## src/rtl/spi_cs_pkg.sv

```systemverilog
package spi_cs_pkg;

    localparam int CTL_W     = 8;
    localparam int SEL_W     = 2;
    localparam int SEL_LSB   = 4;
    localparam int OWNER_BIT = 6;
    localparam int LEVEL_BIT = 7;

    typedef struct packed {
        logic             level;
        logic             owner;
        logic [SEL_W-1:0] sel;
    } cs_ctl_t;

    typedef enum logic [1:0] {
        SEQ_IDLE = 2'd0,
        SEQ_LEAD = 2'd1,
        SEQ_RUN  = 2'd2,
        SEQ_LAG  = 2'd3
    } seq_state_e;

    localparam cs_ctl_t CTL_RESET = '{level: 1'b1, owner: 1'b1, sel: '0};

    function automatic cs_ctl_t ctl_unpack(input logic [CTL_W-1:0] w);
        cs_ctl_t c;
        c.level = w[LEVEL_BIT];
        c.owner = w[OWNER_BIT];
        c.sel   = w[SEL_LSB +: SEL_W];
        return c;
    endfunction

    function automatic logic [CTL_W-1:0] ctl_pack(input cs_ctl_t c);
        logic [CTL_W-1:0] w;
        w                    = '0;
        w[LEVEL_BIT]         = c.level;
        w[OWNER_BIT]         = c.owner;
        w[SEL_LSB +: SEL_W]  = c.sel;
        return w;
    endfunction

endpackage

```

## src/rtl/cs_ctl_reg.sv

```systemverilog
module cs_ctl_reg
    import spi_cs_pkg::*;
(
    input  logic             clk,
    input  logic             rst,
    input  logic             wr_en,
    input  logic [CTL_W-1:0] wr_data,
    output cs_ctl_t          ctl_q,
    output cs_ctl_t          ctl_d,
    output logic [CTL_W-1:0] rd_data
);

    always_comb begin
        ctl_d = ctl_q;
        if (wr_en)
            ctl_d = ctl_unpack(wr_data);
    end

    always_ff @(posedge clk) begin
        if (rst)
            ctl_q <= CTL_RESET;
        else
            ctl_q <= ctl_d;
    end

    assign rd_data = ctl_pack(ctl_q);

    // the first cycle after reset shows the manual, inactive default
    p_reset_word_r1: assert property (@(posedge clk) disable iff (rst)
        $past(rst) |-> (rd_data == 8'hC0));

endmodule

```

## src/rtl/cs_burst_seq.sv

```systemverilog
module cs_burst_seq
    import spi_cs_pkg::*;
#(
    parameter int SCLK_DIV = 4
) (
    input  logic             clk,
    input  logic             rst,
    input  logic             burst_req,
    input  logic             eng_done,
    input  logic             owner,
    input  logic [SEL_W-1:0] sel,
    output logic             eng_go,
    output logic             busy,
    output logic             auto_mode,
    output logic             auto_act_d,
    output logic [SEL_W-1:0] sel_act_d
);

    localparam int CNT_W = (SCLK_DIV > 1) ? $clog2(SCLK_DIV) : 1;
    localparam logic [CNT_W-1:0] CNT_LAST = CNT_W'(SCLK_DIV - 1);

    seq_state_e       state_q, state_d;
    logic [CNT_W-1:0] cnt_q, cnt_d;
    logic             auto_q, auto_d;
    logic [SEL_W-1:0] sel_q, sel_d;
    logic             go_d;

    always_comb begin
        state_d = state_q;
        cnt_d   = cnt_q;
        auto_d  = auto_q;
        sel_d   = sel_q;
        go_d    = 1'b0;
        case (state_q)
            SEQ_IDLE: begin
                if (burst_req) begin
                    auto_d = !owner;
                    sel_d  = sel;
                    cnt_d  = '0;
                    if (owner) begin
                        state_d = SEQ_RUN;
                        go_d    = 1'b1;
                    end else begin
                        state_d = SEQ_LEAD;
                    end
                end
            end
            SEQ_LEAD: begin
                if (cnt_q == CNT_LAST) begin
                    state_d = SEQ_RUN;
                    cnt_d   = '0;
                    go_d    = 1'b1;
                end else begin
                    cnt_d = cnt_q + 1'b1;
                end
            end
            SEQ_RUN: begin
                if (eng_done) begin
                    cnt_d   = '0;
                    state_d = auto_q ? SEQ_LAG : SEQ_IDLE;
                end
            end
            SEQ_LAG: begin
                if (cnt_q == CNT_LAST)
                    state_d = SEQ_IDLE;
                else
                    cnt_d = cnt_q + 1'b1;
            end
            default: state_d = SEQ_IDLE;
        endcase
    end

    always_ff @(posedge clk) begin
        if (rst) begin
            state_q <= SEQ_IDLE;
            cnt_q   <= '0;
            auto_q  <= 1'b0;
            sel_q   <= '0;
            eng_go  <= 1'b0;
        end else begin
            state_q <= state_d;
            cnt_q   <= cnt_d;
            auto_q  <= auto_d;
            sel_q   <= sel_d;
            eng_go  <= go_d;
        end
    end

    assign busy       = (state_q != SEQ_IDLE);
    assign auto_mode  = auto_q;
    assign auto_act_d = (state_d != SEQ_IDLE) && auto_d;
    assign sel_act_d  = sel_d;

    // the start strobe lasts a single cycle
    p_go_single_r7: assert property (@(posedge clk) disable iff (rst)
        eng_go |=> !eng_go);

    // a start strobe only appears inside a burst
    p_go_in_burst_r10: assert property (@(posedge clk) disable iff (rst)
        eng_go |-> busy);

endmodule

```

## src/rtl/cs_pin_drive.sv

```systemverilog
module cs_pin_drive #(
    parameter int NUM_CS = 4
) (
    input  logic              clk,
    input  logic              rst,
    input  logic [NUM_CS-1:0] want,
    output logic [NUM_CS-1:0] cs_n
);

    logic [NUM_CS-1:0] held;
    logic              must_break;

    assign held       = ~cs_n;
    assign must_break = (held != '0) && (want != '0) && (want != held);

    always_ff @(posedge clk) begin
        if (rst)
            cs_n <= '1;
        else if (must_break)
            cs_n <= '1;
        else
            cs_n <= ~want;
    end

    // never more than one device selected
    p_onehot_r4: assert property (@(posedge clk) disable iff (rst)
        $onehot0(~cs_n));

    // a low line is never replaced directly by another low line
    p_break_r6: assert property (@(posedge clk) disable iff (rst)
        (($past(~cs_n) != '0) && ((~cs_n) != '0)) |-> ((~cs_n) == $past(~cs_n)));

endmodule

```

## src/rtl/spi_cs_ctrl.sv

```systemverilog
module spi_cs_ctrl
    import spi_cs_pkg::*;
#(
    parameter int NUM_CS   = 4,
    parameter int SCLK_DIV = 4
) (
    input  logic              clk,
    input  logic              rst,
    input  logic              ctl_we,
    input  logic [7:0]        ctl_wdata,
    output logic [7:0]        ctl_rdata,
    input  logic              burst_req,
    input  logic              eng_done,
    output logic              eng_go,
    output logic              busy,
    output logic [NUM_CS-1:0] cs_n
);

    cs_ctl_t           ctl_q, ctl_d;
    logic              auto_mode, auto_act_d;
    logic [SEL_W-1:0]  sel_act_d;
    logic              line_on;
    logic [SEL_W-1:0]  line_sel;
    logic [NUM_CS-1:0] want;

    cs_ctl_reg u_reg (
        .clk     (clk),
        .rst     (rst),
        .wr_en   (ctl_we),
        .wr_data (ctl_wdata),
        .ctl_q   (ctl_q),
        .ctl_d   (ctl_d),
        .rd_data (ctl_rdata)
    );

    cs_burst_seq #(.SCLK_DIV(SCLK_DIV)) u_seq (
        .clk        (clk),
        .rst        (rst),
        .burst_req  (burst_req),
        .eng_done   (eng_done),
        .owner      (ctl_q.owner),
        .sel        (ctl_q.sel),
        .eng_go     (eng_go),
        .busy       (busy),
        .auto_mode  (auto_mode),
        .auto_act_d (auto_act_d),
        .sel_act_d  (sel_act_d)
    );

    // An automatic burst overrides the manual fields; otherwise the
    // manual level applies only when software owns the lines.
    always_comb begin
        if (auto_act_d) begin
            line_on  = 1'b1;
            line_sel = sel_act_d;
        end else begin
            line_on  = ctl_d.owner && !ctl_d.level;
            line_sel = ctl_d.sel;
        end
    end

    for (genvar i = 0; i < NUM_CS; i++) begin : g_dec
        assign want[i] = line_on && (line_sel == SEL_W'(i));
    end

    cs_pin_drive #(.NUM_CS(NUM_CS)) u_drv (
        .clk  (clk),
        .rst  (rst),
        .want (want),
        .cs_n (cs_n)
    );

    // the engine is started only with a line already low
    p_lead_r7: assert property (@(posedge clk) disable iff (rst)
        (eng_go && auto_mode) |-> (cs_n != '1));

    // the end of an automatic burst releases every line
    p_release_r8: assert property (@(posedge clk) disable iff (rst)
        ($fell(busy) && $past(auto_mode)) |-> (cs_n == '1));

    // lines are frozen while an automatic burst runs
    p_auto_hold_r9: assert property (@(posedge clk) disable iff (rst)
        (busy && auto_mode && $past(busy && auto_mode)) |-> $stable(cs_n));

endmodule

```

## config.mk

```make
export PLATFORM = sky130hd
export DESIGN_NAME = spi_cs_ctrl
export DESIGN_NICKNAME = d
export VERILOG_FILES = /design/src/rtl/spi_cs_pkg.sv /design/src/rtl/cs_ctl_reg.sv /design/src/rtl/cs_burst_seq.sv /design/src/rtl/cs_pin_drive.sv /design/src/rtl/spi_cs_ctrl.sv
export SDC_FILE = /design/constraint.sdc
export NUM_CORES = 1
export LEC_CHECK = 0
export ABC_AREA = 1
export BUFFER_PORTS_ARGS = -buffer_cell sky130_fd_sc_hd__clkbuf_2
export CORE_UTILIZATION = 40
export DETAILED_ROUTE_END_ITERATION = 12
export PLACE_DENSITY = 0.74
export RECOVER_POWER = 50
export SLEW_MARGIN = 20
export SYNTH_ARGS = -nofsm -noshare
export SYNTH_HDL_FRONTEND = slang
export SYNTH_SLANG_ARGS = --single-unit
```

## constraint.sdc

```tcl
create_clock -name clk -period 4.1 [get_ports clk]
set_clock_uncertainty 0.2 [all_clocks]
set_input_delay 0.41 -clock clk [delete_from_list [all_inputs] [get_ports clk]]
set_output_delay 0.41 -clock clk [all_outputs]
set_load 0.1 [all_outputs]
```

==> metrics.csv, run 1 <==
metric;value;unit
hold_class;in2reg;
die_x;53.0;um
ctsHoldBuffers;0;
clock-sinks;16;
yosys.area.top_type;dfxtp_1;
diodes;0;
ys_top_cells_by_count;25 x nand2_1, 21 x inv_1, 16 x dfxtp_1;
grt_pass1_wl;3.13;mm
netlist_instances;142;
core_area;2450;um2
power;0.431;mW
relSlewSlack;0.229;
power.density;381;nW/um2
finalSetupTns;0;ns
async_flop_share;0;
antenna_found_initial;0;
final_max_slew_viol_count;0;
cts_tree;done;
grt_pass1_vias;773;
ys_types;27;
yosysSeqAreaShare;0.308;
r2r_end;u_drv.cs_n[1];
timing.rr.start;u_seq.state_q[0];
path_max_fanout;8;
die_y;53.0;um
multiInputGateArea;556;um2
grt-ovfl-total;0;
cts_made_buffers;3;
vias;908;
end_kind;flip-flop;
arrival;2.37;ns
ys_warn_count;0;
dp_cells;186;
track_usage;0.158;
n_fill_cell;259;
start_util;0.423;
startpoint_type;flip-flop;
die-area;2800;um2
totalWireLength;1.91;mm
hold_depth;3;
grt_max_degree;11;
insertion_delay;0.29;ns
syn_to_final_growth;8.79;%
min_period_over_period;0.582;
gp_congestion;0.805;
design_area;1130;um2
placed_area;1120;um2
avgSynthCellArea;7.31;um2
rsz0062_at_grt;no;
nets;175;
dp_hpwl;1.52;mm
finalSetupViolCount;0;
synth_ff_type;dfxtp_1;
status;finished clean;
drv_cap;0;
synthMostInstantiatedCell;nand2_1;
path_class;reg2reg;
first_pass_iters;4;
fin_util;0.460;
cts_root_buffer;clkbuf_4;
syn-cell-area;1040;um2
wl_per_cell;10.1;um
clk_pin_slew_worst_paths;0.09;ns
fin_cells;190;
clock.fmax;419;MHz
required;4.08;ns
cts.htree.levels;1;
rows;18;
pin_count;27;
ys_seq_elements;16;
clockBufferDepth;2;
synth_top_area_frac;0.308;
period_needed;2.39;ns
r2r_slack;1.71;ns
ctsResizeCount;0;
viasPerCell;4.78;
synth-edff-count;0;
hold_path_end;u_reg.ctl_q[2];
worst_slew_pin_slew;1.16;ns
ff_latch_area;320;um2
drive_gt1_frac;0.269;
drc;0;
hold_violations;0;
cts_setup_buffers;0;
place_ws;1.95;ns
reg2reg_depth;12;
cellLeakagePower;0.611;nW
ir_drop;0.282;mV
first_iter_violations;12;
fin_ws;1.71;ns
ant_nets;0;
portBuffers;18;
hold_path.startpoint;ctl_wdata[6];
holdWs;0.137;ns
synth.top_cells.by_area;dfxtp_1 31%, nand2_1 9.0%, inv_1 7.6%;
-- cells in the final DEF, fill, tap and decap left out, types with 3 or more instances in the layout --
master | Yosys | layout
nand2_1 | 25 | 28
inv_1 | 21 | 22
nand3_2 | 5 | 5
nand4_1 | 5 | 5
nand2_4 | 7 | 6
a21oi_1 | 5 | 5
dfxtp_1 | 16 | 16
clkbuf_1 | 1 | 3
nand2_2 | 9 | 7
nand3_1 | 11 | 11
clkbuf_4 | 0 | 3
conb_1 | 1 | 4
o21ai_0 | 5 | 6
clkbuf_2 | 0 | 15
nor2_1 | 8 | 10
-- cell type report --
type	count	area share
multi-input cells	97	0.492
flip-flops and latches	16	0.284
inverters	25	0.0831
repair buffers	18	0.0764
well taps	30	0.0332
clock buffers	4	0.0321
-- where the power goes --
| part | switching (mW) | internal, mW |
|---|---|---|
| Combinational | 0.119 | 0.0338 |
| Sequential | 0.00883 | 0.165 |
| Clock | 0.0495 | 0.0542 |
-- routing by layer --
metal	global-route usage	vias up	share of wire
li1	-	473	-
met1	0.180	411	0.45
met2	0.262	20	0.49
met3	0.0259	4	0.043
met4	0.118	0	0.023
met5	0	-	0
-- state kept, by name (all words and copies together) (netlist names) --
name,flops
u_seq.eng_go,1
u_reg.ctl_q,4
u_drv.cs_n,4
u_seq.auto_mode,1
u_seq.state_q,2
u_seq.sel_q,2
u_seq.cnt_q,2
-- worst max-delay path by stage --
| stage | startpoint | to | slack (ns) | cells past startpoint |
|---|---|---|---|---|
| after floorplan | u_reg.ctl_q[1] | u_drv.cs_n[0] | 1.76 | 11 |
| after global placement | burst_req | u_drv.cs_n[1] | 1.99 | 17 |
| after detailed placement | burst_req | u_drv.cs_n[0] | 1.95 | 17 |
| final | u_seq.state_q[0] | u_drv.cs_n[1] | 1.71 | 12 |
| after global routing | u_seq.state_q[0] | u_drv.cs_n[1] | 1.52 | 12 |
| after CTS | u_seq.cnt_q[0] | u_drv.cs_n[0] | 1.98 | 16 |
-- critical path, cell delays in order, from the launching register on --
cell and delay, ns:
dfxtp_1 0.40, nor2_1 0.20, nand2_1 0.23, o21ai_0 0.40, nand3_1 0.19, nand2_4 0.13, nand3_2 0.09, nand2_1 0.06
nand2_1 0.04, nor2_1 0.09, nand2_1 0.07, nand2_2 0.09, nand3_1 0.07
-- cells by family (layout without fill, tap and decap cells) --
family / count (synthesis) / in the layout / synth area share
AND/OR/NAND/NOR: 78 / 78 / 0.449
buffers and inverters: 32 / 47 / 0.141
flip-flops: 16 / 16 / 0.308
AO/OA/AOI/OAI: 13 / 13 / 0.0759
adder cells (fa/ha/maj): 1 / 1 / 0.0120
other: 1 / 4 / 0.00361
multiplexers: 1 / 1 / 0.00964
Note: power is estimated with default switching activity, not from simulation.
==> inputs of run 2 (changes only) <==
Clock period 4.1 ns to 2.2 ns, I/O delays scaled along.
==> run 2 against run 1 <==
Combinational power grew 110%. Wire length grew 17%. Utilization grew 4.8 points. Largest cell class unchanged. Via count grew 8.3%. Cell area grew 11%. Critical path type unchanged.
==> metrics.csv, run 2 (synthesis results as in run 1) <==
metric;value;unit
hold_path_end;u_seq.cnt_q[1];
rows;18;
ant_nets;0;
cts_made_buffers;3;
totalWireLength;2.23;mm
timing.rr.start;u_seq.state_q[0];
track_usage;0.172;
first_iter_violations;25;
r2r_end;u_drv.cs_n[1];
first_pass_iters;4;
die-area;2800;um2
drive_gt1_frac;0.392;
required;2.19;ns
die_y;53.0;um
r2r_slack;0.10;ns
power.density;655;nW/um2
final_max_slew_viol_count;0;
hold_depth;2;
antenna_found_initial;0;
drc;0;
grt_pass1_vias;802;
worst_slew_pin_slew;0.572;ns
pin_count;27;
power;0.818;mW
clock.fmax;476;MHz
cts.htree.levels;1;
cts_root_buffer;clkbuf_4;
holdWs;0.0249;ns
cellLeakagePower;0.647;nW
dp_cells;187;
period_needed;2.10;ns
fin_cells;196;
path_max_fanout;7;
nets;182;
status;finished clean;
grt-ovfl-total;0;
syn_to_final_growth;20.2;%
drv_cap;0;
end_kind;flip-flop;
reg_top3;u_drv.cs_n (4), u_reg.ctl_q (4);
hold_class;in2reg;
diodes;0;
core_area;2450;um2
wl_per_cell;11.4;um
portBuffers;18;
dp_hpwl;1.61;mm
viasPerCell;5.02;
cts_tree;done;
grt_pass1_wl;3.43;mm
die_x;53.0;um
clock-sinks;16;
start_util;0.423;
layout_common_cells;25 x nand2_1, 21 x inv_1, 18 x clkbuf_2;
grt_max_degree;11;
path_class;reg2reg;
relSlewSlack;0.614;
hold_violations;0;
hold_path.startpoint;rst;
clockBufferDepth;2;
rsz0062_at_grt;yes;
arrival;2.09;ns
min_period_over_period;0.954;
startpoint_type;flip-flop;
gp_congestion;0.835;
vias;983;
finalSetupViolCount;0;
reg2reg_depth;12;
ir_drop;0.528;mV
mostFrequentLayoutCell;nand2_1;
insertion_delay;0.30;ns
clk_pin_slew_worst_paths;0.09;ns
==> run 2: changes by cell type in the layout (fill, tap and decap cells not counted), moves of 3 or more <==
cell and change:
buf_4 +5, clkbuf_1 -3, clkbuf_2 +3, dfxtp_1 -6, dfxtp_2 +4, nand2_1 -3
==> run 2: worst max-delay path, stage by stage, from the launching register on <==
cell and delay, ns:
dfxtp_4 0.38, nor2_4 0.16, nand2_4 0.11, o21ai_4 0.31, nand3b_1 0.18, nand2_4 0.12, nand3_2 0.07, nand2_1 0.06
nand2_1 0.04, nor2_1 0.11, nand2_1 0.07, nand2_2 0.10, nand3_1 0.07
==> run 2: stage by stage <==
step / instance area [um2] / TNS [ns] / setup WS, ns / utilization
final: 1250 / 0 / 0.101 / 0.509
after global routing: 1250 / -0.0805 / -0.0324 / 0.509
after CTS: 1180 / 0 / 0.0305 / 0.480
after detailed placement: 1130 / 0 / 0.0389 / 0.462
after global placement: 1130 / 0 / 0.150 / 0.462
after floorplan: 1050 / 0 / 0.0297 / -
==> run 2: where the power goes <==
part | internal (mW) | switching (mW)
clock network | 0.0640 | 0.0995
registers | 0.309 | 0.0172
logic | 0.0835 | 0.245
total | 0.457 | 0.361
==> run 2: cell type report <==
type | count | area (um2)
Sequential cell | 16 | 333
Fill cell | 231 | 1210
Clock buffer | 3 | 22.5
Timing Repair Buffer | 25 | 148
Tap cell | 30 | 37.5
Inverter | 25 | 93.8
Multi-Input combinational cell | 97 | 614
==> run 2: what timing repair did <==
action                     4_1_cts  5_1_grt
hold buffers                     2        0
gates resized for setup          0       13
hold endpoints to repair         2        0
setup buffers                    0        4
setup endpoints to repair        0        4
==> run 2: how the worst max path moves through the flow <==
stage	from	end	depth (start not counted)
3_5_place_dp	u_seq.state_q[0]	u_drv.cs_n[1]	15
2_1_floorplan	u_reg.ctl_q[3]	u_drv.cs_n[0]	11
6_report	u_seq.state_q[0]	u_drv.cs_n[1]	12
5_1_grt	u_seq.state_q[0]	u_drv.cs_n[1]	12
4_1_cts	u_seq.state_q[0]	u_drv.cs_n[1]	15
3_3_place_gp	u_seq.state_q[0]	u_drv.cs_n[2]	15
==> run 2: routing by layer <==
layer	global-route usage	up-vias	wire (um)
met3	0.0259	7	97
met1	0.201	452	891
li1	-	491	-
met4	0.105	0	61
met2	0.291	33	1180
met5	0	-	0
==> inputs of run 3 (changes only) <==
Settings changed: CORE_UTILIZATION 40 to 45, PLACE_DENSITY 0.74 to 0.81.
==> run 3 against run 2 <==
Sequential share of layout area down 1.0 points. Cell area up 2.8%. Power up 5.6%. Count of clock-buffer cells in the layout up 1. Critical path type unchanged. Setup slack worse by 0.037 ns. Cell count unchanged.
==> metrics.csv, run 3 (synthesis results as in run 1) <==
metric;value;unit
ff_latch_area;329;um2
wl_per_cell;11.5;um
die_y;50.0;um
drc;0;
clock-sinks;16;
hold_violations;0;
cellLeakagePower;0.661;nW
grt_pass1_wl;3.61;mm
combPwrFrac;0.386;
cp_num_buf_inv;0;
diodes;0;
multiInputGateArea;634;um2
hold_class;in2reg;
mostFrequentLayoutCell;nand2_1;
n_fill_cell;208;
path_class;reg2reg;
worst_slew_pin_slew;0.542;ns
dp_cells;185;
holdWs;0.0134;ns
slowest_delay;0.39;ns
grt_pass1_vias;890;
rsz0062_at_grt;yes;
crit_slowest_cell;dfxtp_4;
syn_to_final_growth;23.6;%
viasPerCell;5.07;
p_seq_frac;0.378;
clk_pin_slew_worst_paths;0.10;ns
final_max_slew_viol_count;0;
cts_root_buffer;clkbuf_4;
totalWireLength;2.25;mm
die-area;2500;um2
p_clk_frac;0.236;
reg_top3;u_drv.cs_n (4), u_reg.ctl_q (4);
fin_cells;196;
crit_family;simple AND/OR/NAND/NOR gates;
layout_common_cells;23 x nand2_1, 21 x inv_1, 18 x clkbuf_2;
status;finished clean;
ant_nets;0;
vias;993;
p_int;0.497;mW
clockBufferDepth;2;
start_util;0.474;
crit_chain;nor2_4, nand2_4, o21ai_4, nand3b_1, nand2_4, nand3_2, nand2_1, nand2_1, nor2_1, nand2_1, nand2_2, nand3_1;
arrival;2.12;ns
period_needed;2.14;ns
power.switching;0.366;mW
swShare;0.424;
dp_hpwl;1.54;mm
finalSetupTns;0;ns
cts_tree;done;
path_max_fanout;7;
clock.fmax;468;MHz
first_iter_violations;19;
grt_max_degree;11;
cpMostUsedCell;nand2_1;
antenna_found_initial;0;
insertion_delay;0.30;ns
power.density;673;nW/um2
end_kind;flip-flop;
rows;17;
portBuffers;18;
die_x;50.0;um
track_usage;0.188;
startpoint_type;flip-flop;
gp_congestion;0.888;
drive_gt1_frac;0.417;
nets;183;
pin_count;27;
cts.htree.levels;1;
required;2.18;ns
cts_made_buffers;3;
finalSetupViolCount;0;
drv_cap;0;
core_area;2190;um2
first_pass_iters;4;
relSlewSlack;0.640;
grt-ovfl-total;0;
min_period_over_period;0.971;
ir_drop;0.525;mV
[run 3: area by class of cell]
class	instances	area share
flip-flops and latches	16	0.256
well taps	28	0.0273
multi-input cells	97	0.494
inverters	25	0.0731
clock buffers	4	0.0283
repair buffers	26	0.121
[run 3: stage by stage]
stage / utilization / power (mW) / instance area, um2 / setup WS [ns]
after global routing: 0.586 / 0.910 / 1280 / -0.0793
after CTS: 0.543 / 0.834 / 1190 / 0.0139
final: 0.586 / 0.863 / 1280 / 0.0640
after global placement: 0.517 / 0.625 / 1130 / 0.147
after floorplan: - / 0.595 / 1050 / 0.0297
after detailed placement: 0.517 / 0.632 / 1130 / 0.0549
[run 3: timing repair]
| action | in CTS | in global routing |
|---|---|---|
| hold buffers | 2 | 0 |
| endpoints found under the hold margin | 2 | 0 |
| gates resized for setup | 0 | 16 |
| setup endpoints to repair | 0 | 4 |
| buffers inserted | 0 | 5 |
[run 3: final timing paths]
check        slack [ns]        endpoint        startpoint  cells after the start
max reg2reg        0.06   u_drv.cs_n[2]  u_seq.state_q[0]                     12
max                0.06   u_drv.cs_n[2]  u_seq.state_q[0]                     12
min                0.01    u_seq.eng_go               rst                      2
min reg2reg        0.31  u_seq.cnt_q[1]    u_seq.cnt_q[1]                      2
[run 3: routing by layer]
layer / track usage / share of wire / routed length (um) / vias up
li1: - / - / - / 492
met1: 0.213 / 0.43 / 962 / 462
met2: 0.344 / 0.50 / 1120 / 33
met3: 0.0216 / 0.049 / 111 / 6
met4: 0.0857 / 0.026 / 59 / 0
met5: 0 / 0 / 0 / -
[run 3: power groups by stage]
stage                     combinational (mW)  clock (mW)  sequential [mW]
after floorplan                        0.215           0            0.380
after global placement                 0.294           0            0.331
after detailed placement               0.301           0            0.331
after CTS                              0.305       0.204            0.324
after global routing                   0.359       0.223            0.329
final                                  0.333       0.204            0.326
